**src/rtl/burst_addr_ctr.sv**
```systemverilog
module burst_addr_ctr #(
  parameter int AW = 16
) (
  input  logic          clk,
  input  logic          rst_n,
  input  logic          ctr_clr_n,
  input  logic          strobe_n,
  input  logic          count_en_n,
  input  logic [AW-1:0] ext_addr,
  output logic [AW-1:0] cur_addr,
  output logic          wrap_pulse
);

  logic [AW-1:0] addr_q;
  logic          wrap_q;

  wire do_inc = ctr_clr_n & strobe_n & ~count_en_n;
  wire at_top = &addr_q;

  always_ff @(posedge clk or negedge rst_n) begin
    if (!rst_n) begin
      addr_q <= '0;
      wrap_q <= 1'b0;
    end else begin
      wrap_q <= 1'b0;
      if (!ctr_clr_n)
        addr_q <= '0;
      else if (!strobe_n)
        addr_q <= ext_addr;
      else if (!count_en_n) begin
        addr_q <= addr_q + AW'(1);
        wrap_q <= at_top;
      end
    end
  end

  assign cur_addr   = addr_q;
  assign wrap_pulse = wrap_q;

  a_r2_clear_wins: assert property (@(posedge clk) disable iff (!rst_n)
    !ctr_clr_n |=> cur_addr == '0);

  a_r3_load_ext: assert property (@(posedge clk) disable iff (!rst_n)
    (ctr_clr_n && !strobe_n) |=> cur_addr == $past(ext_addr));

  a_r4_hold_prev: assert property (@(posedge clk) disable iff (!rst_n)
    (ctr_clr_n && strobe_n && count_en_n) |=> $stable(cur_addr));

  a_r5_step_one: assert property (@(posedge clk) disable iff (!rst_n)
    (ctr_clr_n && strobe_n && !count_en_n) |=> cur_addr == $past(cur_addr) + AW'(1));

  a_r6_wrap_flag: assert property (@(posedge clk) disable iff (!rst_n)
    (do_inc && at_top) |=> (wrap_pulse && cur_addr == '0));

  a_r6_single_cycle: assert property (@(posedge clk) disable iff (!rst_n)
    wrap_pulse |=> !wrap_pulse);

endmodule

```
**config.mk**
```make
export PLATFORM = sky130hd
export DESIGN_NAME = burst_addr_ctr
export DESIGN_NICKNAME = d
export VERILOG_FILES = /design/src/rtl/burst_addr_ctr.sv
export SDC_FILE = /design/constraint.sdc
export NUM_CORES = 1
export LEC_CHECK = 0
export ABC_AREA = 1
export BUFFER_PORTS_ARGS = -buffer_cell sky130_fd_sc_hd__clkbuf_2
export CAP_MARGIN = 30
export CELL_PAD_IN_SITES_DETAIL_PLACEMENT = 0
export CELL_PAD_IN_SITES_GLOBAL_PLACEMENT = 1
export CORE_UTILIZATION = 37
export DETAILED_ROUTE_END_ITERATION = 16
export GPL_ROUTABILITY_DRIVEN = 0
export PLACE_DENSITY = 0.9
export SLEW_MARGIN = 25
export SYNTH_ARGS = -nofsm -noshare
export SYNTH_HDL_FRONTEND = slang
export SYNTH_SLANG_ARGS = --single-unit
```
**constraint.sdc**
```tcl
create_clock -name clk -period 2.9 [get_ports clk]
set_input_delay 0.87 -clock clk [delete_from_list [all_inputs] [get_ports clk]]
set_output_delay 0.87 -clock clk [all_outputs]
set_load 0.05 [all_outputs]
```
# Word-level counts from Yosys, hierarchy flattened
# Index checks and enable logic that the tools add are counted.
# classes
add_sub_neg,1
eq_ne,1
n_mux,6
reduce_logical,1
# ops
cell,n
$mux W16,3
$add A16 B1 Y16 const B,1
$reduce_and A16 Y1,1
$mux W1,3
$ne A3 B3 Y1 const B,1
# totals
reg_bits,17
in_bits,21
out_inout_bits,17
elab_cells,11

# Logic depth before layout (Yosys ltp)
# Gate-level depths: netlist of run 1.
# depth
depth_word,4
ltp_mapped,9
depth_no_buf,9

# Least setup slack after synthesis of run 1
# OpenSTA, ideal clock, no wires.
# synth_path
path_kind,register to register
startpoint,"register addr_q[1], in the netlist cur_addr[1]"
endpoint,"register addr_q[12], in the netlist cur_addr[12]"
setup_ps,120
arrival_time_ps,1533
required_time_ps,2780
path_slack_ps,1247
stages_incl_launch_ff,9
n_path_buf,0
synth_period_minus_slack_ps,1653
cell_sequence,dfrtp_1 -> ha_1 -> nand3_2 -> inv_2 -> nand3_2 -> nand2_1 -> nand2_1 -> o21ai_1 -> nand2_1
# synth_via
elab_chain_len,4
# synth_lines
element,line_no,source
start: declaration,14,logic [AW-1:0] addr_q;
start signal: assignment,29,addr_q <= ext_addr;
start signal: assignment,31,addr_q <= addr_q + AW'(1);
$add A16 B1 Y16,31,
$mux W16,30,else if (!count_en_n) begin
$mux W16,28,else if (!strobe_n)
$mux W16,26,if (!ctr_clr_n)
# Every way passes these cells. The select of a mux whose other input is x is not followed.
# A chain may end at the register's enable or synchronous reset.

# Final worst setup path of run 1
# layout_path
startpoint,"register addr_q[2], in the netlist cur_addr[2]"
endpoint,output cur_addr[2]
# layout_rtl
element,line_no,source
end: declaration,10,"output logic [AW-1:0] cur_addr,"
# No word-level cell between the ends.

==> results of run 1 <==
layout by cell type (no fill, tap or decap):
cell | netlist | routed
nand3_1 | 13 | 13
o22ai_1 | 2 | 2
nand3_2 | 3 | 3
clkbuf_4 | 0 | 3
clkinv_2 | 0 | 1
nand2_1 | 60 | 60
inv_1 | 17 | 17
nand4_1 | 2 | 2
a21oi_1 | 1 | 1
mux2i_1 | 1 | 1
o21ai_0 | 7 | 7
nor4_1 | 1 | 1
buf_4 | 1 | 2
clkbuf_2 | 0 | 37
nor2_2 | 5 | 5
nand2_2 | 3 | 3
inv_2 | 3 | 3
dfrtp_1 | 17 | 17
ha_1 | 1 | 1
o211ai_1 | 2 | 2
xor2_1 | 4 | 4
nor2_1 | 31 | 31
o21ai_1 | 7 | 7
layer usage:
metal | wire (µm) | up-vias
li1 | - | 656
met1 | 1420 | 558
met2 | 1390 | 33
met3 | 161 | 0
met4 | 0 | 0
met5 | 0 | -
power by group through the flow:
stage / clock network [µW] / logic, µW / registers, µW
2_1_floorplan: 0 / 66.5 / 354
3_3_place_gp: 0 / 184 / 294
3_5_place_dp: 0 / 185 / 294
4_1_cts: 140 / 185 / 289
5_1_grt: 148 / 202 / 294
6_report: 133 / 183 / 289
state kept, by name (all words and copies together), names as in the netlist:
| register | flops |
|---|---|
| wrap_pulse | 1 |
| cur_addr | 16 |
logic make-up after synthesis:
logic type / after synthesis / synth area share [%]
buffers and inverters: 25 / 8.60
xor gates and xnor gates: 4 / 2.93
and+or+nand+nor: 118 / 42.3
adders and majority gates: 1 / 1.05
muxes: 1 / 0.839
DFF: 17 / 35.6
AOI/OAI and AO/OA: 19 / 8.59
final cells by class:
| cell class | count | share of cell area, % |
|---|---|---|
| inverters | 20 | 5.18 |
| well taps | 44 | 3.80 |
| repair buffers | 39 | 13.8 |
| clock inverters | 1 | 0.345 |
| clock buffers | 3 | 1.55 |
| multi-input cells | 143 | 45.9 |
| flip-flops and latches | 17 | 29.4 |
synth_stat cells:
cell | count | area share [%]
nand2_1 | 60 | 19
nor2_1 | 31 | 9.7
dfrtp_1 | 17 | 36
inv_1 | 17 | 5.3
nand3_1 | 13 | 5.5
o21ai_0 | 7 | 2.9
o21ai_1 | 7 | 2.9
nor2_2 | 5 | 2.6
buf_2 | 4 | 1.7
xor2_1 | 4 | 2.9
inv_2 | 3 | 0.94
nand2_2 | 3 | 1.6
nand3_2 | 3 | 2.5
nand4_1 | 2 | 1.0
o211ai_1 | 2 | 1.3
o22ai_1 | 2 | 1.0
a21oi_1 | 1 | 0.42
buf_4 | 1 | 0.63
ha_1 | 1 | 1.0
mux2i_1 | 1 | 0.84
nor4_1 | 1 | 0.52
final timing paths:
kind                                end  slack (ps)  cells past startpoint
min                         cur_addr[5]         500                      1
min reg2reg                cur_addr[15]         590                      2
max in group asynchronous   cur_addr[9]        2090                      1
max                         cur_addr[2]         930                      1
min in group clk           cur_addr[15]         590                      2
max reg2reg                 cur_addr[8]        1470                      8
through the flow:
stage / util (%) / hold WS [ps] / worst slack [ps] / cell area (µm²)
after global routing: 47.5 / 511 / 853 / 1450
after global placement: 46.6 / 575 / 873 / 1420
after CTS: 47.5 / 498 / 905 / 1450
after detailed placement: 46.6 / 565 / 841 / 1420
final: 47.5 / 498 / 925 / 1450
after floorplan: - / 574 / 1250 / 1190
==> metrics.md, run 1 <==
| Metric | Value |
|---|---|
| Final nets | 246 |
| Unrepaired setup endpoints after global routing | no |
| Clock Pin Slew Worst Setup and Hold Paths | approximately 110 ps |
| Data arrival, critical path | 1100 ps |
| Worst Path Buf+Inv | 1 |
| Kind of critical path | flop to output pin |
| Tightest Pin Transition | 454 ps |
| Register Area | 425 µm² |
| Hold Vio Cnt, Final | 0 |
| VDD IR max | between 0.0001 and 0.00015 V |
| Full die area | 0.00346 mm² |
| Power Density | 417 mW/mm² |
| Min Tclk post-route | 1970 ps |
| Top delay family on crit path | flip-flops |
| Worst Setup SP | cur_addr[2] |
| Status | finished clean |
| Site Rows | 20 |
| NetSw | between 200 and 250 µW |
| Sequential power share | 47.8% |
| Post-CTS Setup Bufs | 0 |
| Final Skew | 5.42 ps |
| Worst stage delay on the critical path | 490 ps |
| Fill cells | 354 |
| Hold Path Class | input port to async pin |
| Pint | 359 µW |
| Core area | between 0.003 and 0.004 mm² |
| Antenna Nets Post-Route | 0 |
| Synth Instances | 185 |
| CP cell instances | clkbuf_2 |
| WL final | 2970 µm |
| CTS sink cnt | 17 |
| Syn_nets | approximately 210 |
| Clk_lat worst skew | 290 ps |
| PortBufs | 37 |
| Slowest CP cell | dfrtp_1 |
| Netlist cell types | 21 |
| Dpl cells | 263 |
| Multi-input gate area | about 670 µm² |
| I/O Pins | 38 |
| Post-DP HPWL | approximately 2300 µm |
| Total negative slack | 0 ps |
| Wire per inst | about 11 µm |
| CP Launch Type | flop |
| Number of DRC markers in iteration 0 | between 40 and 50 |
| Via count of the routed design | roughly 1200 |
| Initial antenna violation count | 0 |
| Met1 GRT Util | 28.2% |
| Grt ovf | 0 |
| First-pass GRT wire length | 5040 µm |
| Count of final setup violators | 0 |
| # diodes | 0 |
| Max_slew headroom | 69.7% |
| Aggregate global-route resource usage | 19.7% |
| Max Cap Viol | 0 |
| Syn Area/Cell | between 6 and 7 µm² |
| CTS tree | built |
| CP Max Fanout | 7 |
| Leak | ~0.00077 µW |
| Synth warnings | 0 |
| Fin. max-slew vios | 0 |
| Mapped cell area | 0.00119 mm² |
| Met3 GRT Util | 1.98% |
| CTS Buf Count | 3 |
| Share of layout cells above drive strength 1 | around a quarter |
| Req. time, crit path | 2030 ps |
| Number of global-route vias before repair | 1065 |
| H-tree Lvls | 1 |
| Starting Density | about two fifths |
| Root Buffer | clkbuf_4 |
| CTS Hold Bufs | 0 |
| DRC viols | 0 |
| Non-filler cells, final | 267 |
| Logic pwr share | 30.3% |
| CTS-repair resized insts | 0 |
| Pin count of the biggest net entering global routing | 30 |
| Crit share post-route | 68.1% |
| Crit. End Element | output pin |
| Switching part of the total power | 40.6% |
| Pre-Repair DR Iteration Count | 4 |
| Clock buffer depth | 2 |
| #FFs+latches synth | 17 |
| Power share of the clock group | 21.9% |
| Critical register-to-register path startpoint | cur_addr[1] |
| Total Power | 604 µW |
| M2 GR Usage | 30.8% |
| Die Ht | 58.8 µm |
| DIE WIDTH | 58.8 µm |
| Most Crowded Layer GR | met2 |
| Vias per inst | ~4.7 |
| Seq/Total Area, Yosys | between 30% and 40% |
| Layout Area Growth over Synthesis | 21.4% |
| Highest clock rate | 506 MHz |
Power figures use the tool's default switching activity.
==> inputs of run 2 (changes only) <==
--- a/config.mk
+++ b/config.mk
@@ -5,15 +5,15 @@
 export SDC_FILE = /design/constraint.sdc
 export NUM_CORES = 1
 export LEC_CHECK = 0
-export ABC_AREA = 1
+export ABC_AREA = 0
 export BUFFER_PORTS_ARGS = -buffer_cell sky130_fd_sc_hd__clkbuf_2
 export CAP_MARGIN = 30
 export CELL_PAD_IN_SITES_DETAIL_PLACEMENT = 0
 export CELL_PAD_IN_SITES_GLOBAL_PLACEMENT = 1
-export CORE_UTILIZATION = 37
+export CORE_UTILIZATION = 31
 export DETAILED_ROUTE_END_ITERATION = 16
 export GPL_ROUTABILITY_DRIVEN = 0
-export PLACE_DENSITY = 0.9
+export PLACE_DENSITY = 0.8
 export SLEW_MARGIN = 25
 export SYNTH_ARGS = -nofsm -noshare
 export SYNTH_HDL_FRONTEND = slang
==> constraint.sdc (replaced) <==
create_clock -name clk -period 1.8 [get_ports clk]
set_input_delay 0.54 -clock clk [delete_from_list [all_inputs] [get_ports clk]]
set_output_delay 0.54 -clock clk [all_outputs]
set_load 0.05 [all_outputs]
==> metrics.md, run 2 <==
| Metric | Value |
|---|---|
| I/O Pins | 38 (unchanged) |
| Kind of critical path | flop to output pin |
| Req. time, crit path | 1260 ps (-770 ps) |
| Met1 GRT Util | 20.7% (-7.6 points) |
| Fill cells | 304 (-14%) |
| Min Tclk post-route | ~1700 ps |
| Final nets | 157 (-36%) |
| R2r setup slk | 200 ps (-1270 ps) |
| Clk_lat worst skew | 290 ps (about the same) |
| CP Launch Type | flop |
| Post-synthesis async set-or-reset flop share | 100% (unchanged) |
| Synth top area share | 44.7% (+9.1 points) |
| Post-DP HPWL | 1720 µm (-24%) |
| Logic pwr share | 24.7% (-5.6 points) |
| First-pass GRT wire length | 3930 µm (-22%) |
| #FFs+latches synth | 17 (unchanged) |
| Status | complete, but fails checks |
| Share of layout cells above drive strength 1 | 32.8% (+7.3 points) |
| Max reg flops | 16 (unchanged) |
| Leak | 0.000568 µW (-26%) |
| Initial antenna violation count | 0 (unchanged) |
| Crit. End Element | output pin |
| Aggregate global-route resource usage | 15.2% (-4.5 points) |
| Layout Area Growth over Synthesis | 24.2% |
| Power Density | 726 mW/mm² (+74%) |
| WL final | 2320 µm (-22%) |
| Adder-cell share of the synthesized area | 1.32% (+0.27 points) |
| Tightest Pin Transition | 542 ps (+87.9 ps) |
| Highest clock rate | 590 MHz |
| DIE WIDTH | 57.4 µm (-2.4%) |
| Die Ht | 57.4 µm (-2.4%) |
| Most Crowded Layer GR | met2 |
| CP cell instances | clkbuf_2 |
| Root Buffer | clkbuf_4 |
| CP Max Fanout | 8 (+1) |
| Total Power | 858 µW (+42%) |
| Syn Area/Cell | 9.70 µm² (+50%) |
| Core area | 0.00283 mm² (-7.3%) |
| Post-synthesis xor/xnor area fraction | 11.1% (+8.1 points) |
| Fin util | 41.8% (-5.7 points) |
| Synth warnings | 0 (unchanged) |
| Synth Flop Type | dfrtp_1 |
| Final Skew | 7.20 ps (+1.78 ps) |
| CTS-repair resized insts | 0 (unchanged) |
| Sequential power share | 51.2% (+3.4 points) |
| Placement Setup Slack | 111 ps (-730 ps) |
| Post-synth top cells | dfrtp_1 (17), o21ai_0 (15), a21oi_1 (9), xor2_1 (9) |
| Worst stage delay on the critical path | 530 ps (+40 ps) |
| Count of final setup violators | 0 (unchanged) |
| Number of DRC markers in iteration 0 | 23 (-53%) |
| Unrepaired setup endpoints after global routing | no |
| Syn_nets | 120 (-42%) |
| Critical register-to-register path startpoint | cur_addr[3] |
| DRC viols | 4 (+4) |
| Antenna Nets Post-Route | 0 (unchanged) |
| Synth Area in Compound Gates | 17.8% (+9.2 points) |
| Synth Instances | 98 (-47%) |
| Most common cell after layout, fill and taps aside | clkbuf_2 |
| NetSw | 303 µW (+23%) |
| Vias per inst | 5.28 (+13%) |
| Hold Path Class | input port to async pin |
| Final worst slack | 106 ps (-819 ps) |
| Starting Density | 33.6% (-5.5 points) |
| Netlist cell types | 24 (+14%) |
| Mapped cell area | 951 µm² (-20%) |
| Pin count of the biggest net entering global routing | 33 (+10%) |
| Seq/Total Area, Yosys | 44.7% (+9.1 points) |
| Number of global-route vias before repair | 885 (-17%) |
| Power share of the clock group | 24.1% (+2.2 points) |
| Clock Pin Slew Worst Setup and Hold Paths | 110 ps (about the same) |
| Max Cap Viol | 0 (unchanged) |
| CTS sink cnt | 17 (unchanged) |
| CTS Buf Count | 3 (unchanged) |
| Pre-Repair DR Iteration Count | 10 (+6) |
| Main combinational cell family by area after synthesis | simple AND/OR/NAND/NOR gates |
| Fin. max-slew vios | 0 (unchanged) |
| Via count of the routed design | 871 (-30%) |
| Placed Area | 0.00115 mm² (-19%) |
| PortBufs | 37 (unchanged) |
| Switching part of the total power | 35.3% (-5.3 points) |
| H-tree Lvls | 1 (unchanged) |
| Wire per inst | 14.0 µm (+26%) |
| Clock buffer depth | 2 (unchanged) |
| Most common cell in the netlist | dfrtp_1 |
| Grt ovf | 0 (unchanged) |
| Synth Area in Simple Gates | 19.2% (-23 points) |
| CTS tree | built |
| M2 GR Usage | 25.2% (-5.6 points) |
| # diodes | 0 (unchanged) |
| Crit share post-route | 94.1% |
| Met3 GRT Util | 2.72% (+0.74 points) |
| Post-synthesis mux area share | 2.11% (+1.3 points) |
| Post-CTS Setup Bufs | 0 (unchanged) |
| VDD IR max | 0.000298 V (+130%) |
| Cell taking the most area after synthesis | dfrtp_1 |
| CTS Hold Bufs | 0 (unchanged) |
| Top delay family on crit path | flip-flops |
| Hold Vio Cnt, Final | 0 (unchanged) |
| Final Instance Area | 0.00118 mm² (-18%) |
| Data arrival, critical path | 1150 ps (+50 ps) |
| Total negative slack | 0 ps (unchanged) |
| Max_slew headroom | 63.9% (-5.9 points) |
| Full die area | 0.00329 mm² (-4.8%) |
| Worst Path Buf+Inv | 1 (unchanged) |
| Highest-count cells in the layout ignoring fill and taps | clkbuf_2 (37), dfrtp_1 (16), o21ai_0 (15), xor2_1 (9), a21oi_1 (9) |
| Post-synth EDFFs | 0 (unchanged) |
| Cell depth of the worst flop-to-flop path | 4 (-4) |
| Slowest CP cell | dfrtp_1 |
| Synth top area cells | dfrtp_1 (45%), xor2_1 (8.3%), o21ai_0 (7.9%), a21oi_1 (4.7%), nand4_1 (3.9%) |
| Site Rows | 19 (-5.0%) |
| Pint | 555 µW (+55%) |
| Failing checks | DRC |
| Worst R2R End | cur_addr[13] |
==> run 2: cell count changes in the layout (fill, tap and decap cells not counted), moves of 4 or more <==
cell     change
nand4_1      +4
inv_1       -17
o21ai_1      -7
o21ai_0      +8
nor2_1      -31
nor2_2       -5
xor2_1       +5
nand2_1     -54
nand3_1      -9
a21oi_1      +8
==> run 2: how the worst max path moves through the flow <==
stage | start | to | slack [ps] | depth (start not counted)
after floorplan | cur_addr[1] | cur_addr[14] | 5 | 5
after global placement | count_en_n | cur_addr[13] | 170 | 5
after detailed placement | count_en_n | cur_addr[13] | 110 | 5
after CTS | cur_addr[7] | cur_addr[7] | 80 | 1
after global routing | cur_addr[7] | cur_addr[7] | 10 | 1
final | cur_addr[7] | cur_addr[7] | 110 | 1
==> run 2: power groups by stage <==
stage	logic (µW)	clock network [µW]	registers, µW
floorplan	61.1	0	525
global placement	210	0	446
detailed placement	214	0	447
CTS	215	217	440
global route	228	241	446
finish	212	207	440
==> run 2: stage by stage <==
step	hold WS [ps]	instances
2_1_floorplan	244	98
3_3_place_gp	497	161
3_5_place_dp	512	161
4_1_cts	190	165
5_1_grt	193	165
6_report	176	165
==> run 2: kinds of logic (layout without fill, tap and decap cells) <==
family	after synthesis	in the layout
compound gates	30	30
simple gates	29	29
flops	17	17
xor+xnor	12	12
buf+inv	7	43
mux	2	2
fa+ha+maj	1	1
==> run 2: metal layers <==
metal  wire [µm]  vias up
li1            -      433
met1        1100      410
met2        1090       28
met3         119        0
met4           0        0
met5           0        -
==> run 2: layout make-up <==
cell class / instances / area (µm²) / share of cell area (%)
flip-flops and latches: 17 / 427 / 36.1
clock buffers: 4 / 26.3 / 2.22
repair buffers: 39 / 200 / 16.9
multi-input cells: 74 / 489 / 41.4
well taps: 31 / 38.8 / 3.28
==> inputs of run 3 (changes only) <==
--- a/config.mk
+++ b/config.mk
@@ -8,12 +8,11 @@
 export ABC_AREA = 0
 export BUFFER_PORTS_ARGS = -buffer_cell sky130_fd_sc_hd__clkbuf_2
 export CAP_MARGIN = 30
-export CELL_PAD_IN_SITES_DETAIL_PLACEMENT = 0
-export CELL_PAD_IN_SITES_GLOBAL_PLACEMENT = 1
-export CORE_UTILIZATION = 31
+export CORE_UTILIZATION = 42
 export DETAILED_ROUTE_END_ITERATION = 16
 export GPL_ROUTABILITY_DRIVEN = 0
 export PLACE_DENSITY = 0.8
+export REMOVE_ABC_BUFFERS = 1
 export SLEW_MARGIN = 25
 export SYNTH_ARGS = -nofsm -noshare
 export SYNTH_HDL_FRONTEND = slang
==> metrics.md, run 3 (same netlist as run 2, synthesis figures left out) <==
| Metric | Value |
|---|---|
| Status | finished clean |
| Highest-count cells in the layout ignoring fill and taps | clkbuf_2 (37), dfrtp_1 (17), o21ai_0 (15), xor2_1 (9), a21oi_1 (9) |
| CP Max Fanout | 8 (unchanged) |
| Leak | 0.000573 µW (+0.71%) |
| Top delay family on crit path | flip-flops |
| Slowest CP cell | dfrtp_1 |
| Final nets | 157 (unchanged) |
| Pre-Repair DR Iteration Count | 2 (-8) |
| Kind of critical path | flop to output pin |
| Antenna Nets Post-Route | 0 (unchanged) |
| Clock buffer depth | 2 (unchanged) |
| Max reg flops | 16 (unchanged) |
| Max_slew headroom | 63.8% (about the same) |
| Worst stage delay on the critical path | 540 ps (about the same) |
| Vias per inst | 5.30 (+0.48%) |
| Fin. max-slew vios | 0 (unchanged) |
| Wire per inst | 12.3 µm (-13%) |
| # diodes | 0 (unchanged) |
| Crit. End Element | output pin |
| Hold Path Class | input port to async pin |
| Crit share post-route | 95.3% (+1.3 points) |
| CTS-repair resized insts | 0 (unchanged) |
| CP Launch Type | flop |
| First-pass GRT wire length | 3390 µm (-14%) |
| Min Tclk post-route | 1720 ps (+22.6 ps) |
| Worst R2R End | cur_addr[15] |
| Worst Path Buf+Inv | 1 (unchanged) |
| Share of layout cells above drive strength 1 | 32.8% (unchanged) |
| Clock Pin Slew Worst Setup and Hold Paths | 100 ps (about the same) |
| CP cell instances | clkbuf_2 |
| Post-CTS Setup Bufs | 0 (unchanged) |
| R2r setup slk | 210 ps (about the same) |
| Critical path depth | 1 (unchanged) |
| Multi-input gate area | 489 µm² (unchanged) |
| Layout Area Growth over Synthesis | 23.7% |
| Grt ovf | 0 (unchanged) |
| CTS sink cnt | 17 (unchanged) |
| Tightest Pin Transition | 543 ps (+0.935 ps) |
| Number of global-route vias before repair | 820 (-7.3%) |
| CTS tree | built |
| Count of final setup violators | 0 (unchanged) |
| Data arrival, critical path | 1180 ps (+30 ps) |
| DIE WIDTH | 49.6 µm (-14%) |
| Full die area | 0.00246 mm² (-25%) |
| Aggregate global-route resource usage | 18.0% (+2.8 points) |
| Placement Setup Slack | 136 ps (+25.3 ps) |
| Power Density | 722 mW/mm² (-0.57%) |
| Site Rows | 16 (-3) |
| Via count of the routed design | 854 (-2.0%) |
| I/O Pins | 38 (unchanged) |
| Critical register-to-register path startpoint | cur_addr[3] |
| Req. time, crit path | 1260 ps (about the same) |
| Most common cell after layout, fill and taps aside | clkbuf_2 |
| Fill cells | 231 (-24%) |
| Number of DRC markers in iteration 0 | 5 (-78%) |
| H-tree Lvls | 1 (unchanged) |
| Placed Area | 0.00115 mm² (-0.54%) |
| WL final | 1970 µm (-15%) |
| DRC viols | 0 (-4) |
| Final Skew | 7.76 ps (+0.562 ps) |
| Cell depth of the worst flop-to-flop path | 4 (unchanged) |
| Max Cap Viol | 0 (unchanged) |
| Hold Vio Cnt, Final | 0 (unchanged) |
| Core area | 0.00204 mm² (-28%) |
| CTS Buf Count | 3 (unchanged) |
| Pin count of the biggest net entering global routing | 33 (unchanged) |
| Initial antenna violation count | 0 (unchanged) |
| Post-DP HPWL | 1480 µm (-14%) |
| Final worst slack | 83.8 ps (-22.6 ps) |
| Clk_lat worst skew | 290 ps (about the same) |
| CP Capture Point | cur_addr[7] |
| PortBufs | 37 (unchanged) |
| Die Ht | 49.6 µm (-14%) |
| VDD IR max | 0.000423 V (+42%) |
| Register Area | 425 µm² (-0.29%) |
| Unrepaired setup endpoints after global routing | no |
| Root Buffer | clkbuf_4 |
| Highest clock rate | 583 MHz (-1.3%) |
| Final Instance Area | 0.00118 mm² (-0.42%) |
| Starting Density | 46.6% (+13 points) |
| Worst Setup SP | cur_addr[7] |
| CTS Hold Bufs | 0 (unchanged) |
[run 3: changes by cell type in the layout (fill, tap and decap cells not counted), sizes merged]
cell,delta
clkinv,+1
clkbuf,-1
[run 3: metal layers]
metal / track usage [%] / up-vias / routed length [µm]
li1: - / 431 / -
met3: 4.63 / 2 / 115
met5: 0 / - / 0
met2: 29.7 / 30 / 916
met4: 5.71 / 0 / 19
met1: 22.9 / 391 / 922
[run 3: how the worst min path moves through the flow]
| stage | endpoint | slack (ps) | cells past startpoint |
|---|---|---|---|
| final | wrap_pulse | 160 | 1 |
| after global routing | wrap_pulse | 180 | 1 |
| after CTS | cur_addr[15] | 170 | 1 |
| after detailed placement | cur_addr[15] | 500 | 1 |
| after global placement | wrap_pulse | 490 | 1 |
| after floorplan | cur_addr[0] | 240 | 0 |
[run 3: cell type report]
cell class                      instances  share of cell area, %
Clock buffer                            3                   1.91
Sequential cell                        17                   36.2
Multi-Input combinational cell         74                   41.6
Tap cell                               27                   2.87
Timing Repair Buffer                   39                   17.0
Clock inverter                          1                  0.426
[run 3: power breakdown]
group	leakage [µW]	switching (µW)	internal, µW
Combinational	0.000333	146	62.2
Sequential	0.000222	32.5	406
Clock	0.0000177	119	82.6
[run 3: metrics by stage]
stage | instances | utilization [%] | setup TNS, ps | power [µW] | hold WS, ps
floorplan | 91 | - | -31.2 | 576 | 244
global placement | 157 | 56.3 | 0 | 653 | 491
detailed placement | 157 | 56.3 | 0 | 656 | 495
CTS | 161 | 57.6 | 0 | 859 | 167
global route | 161 | 57.6 | 0 | 904 | 175
finish | 161 | 57.6 | 0 | 849 | 157
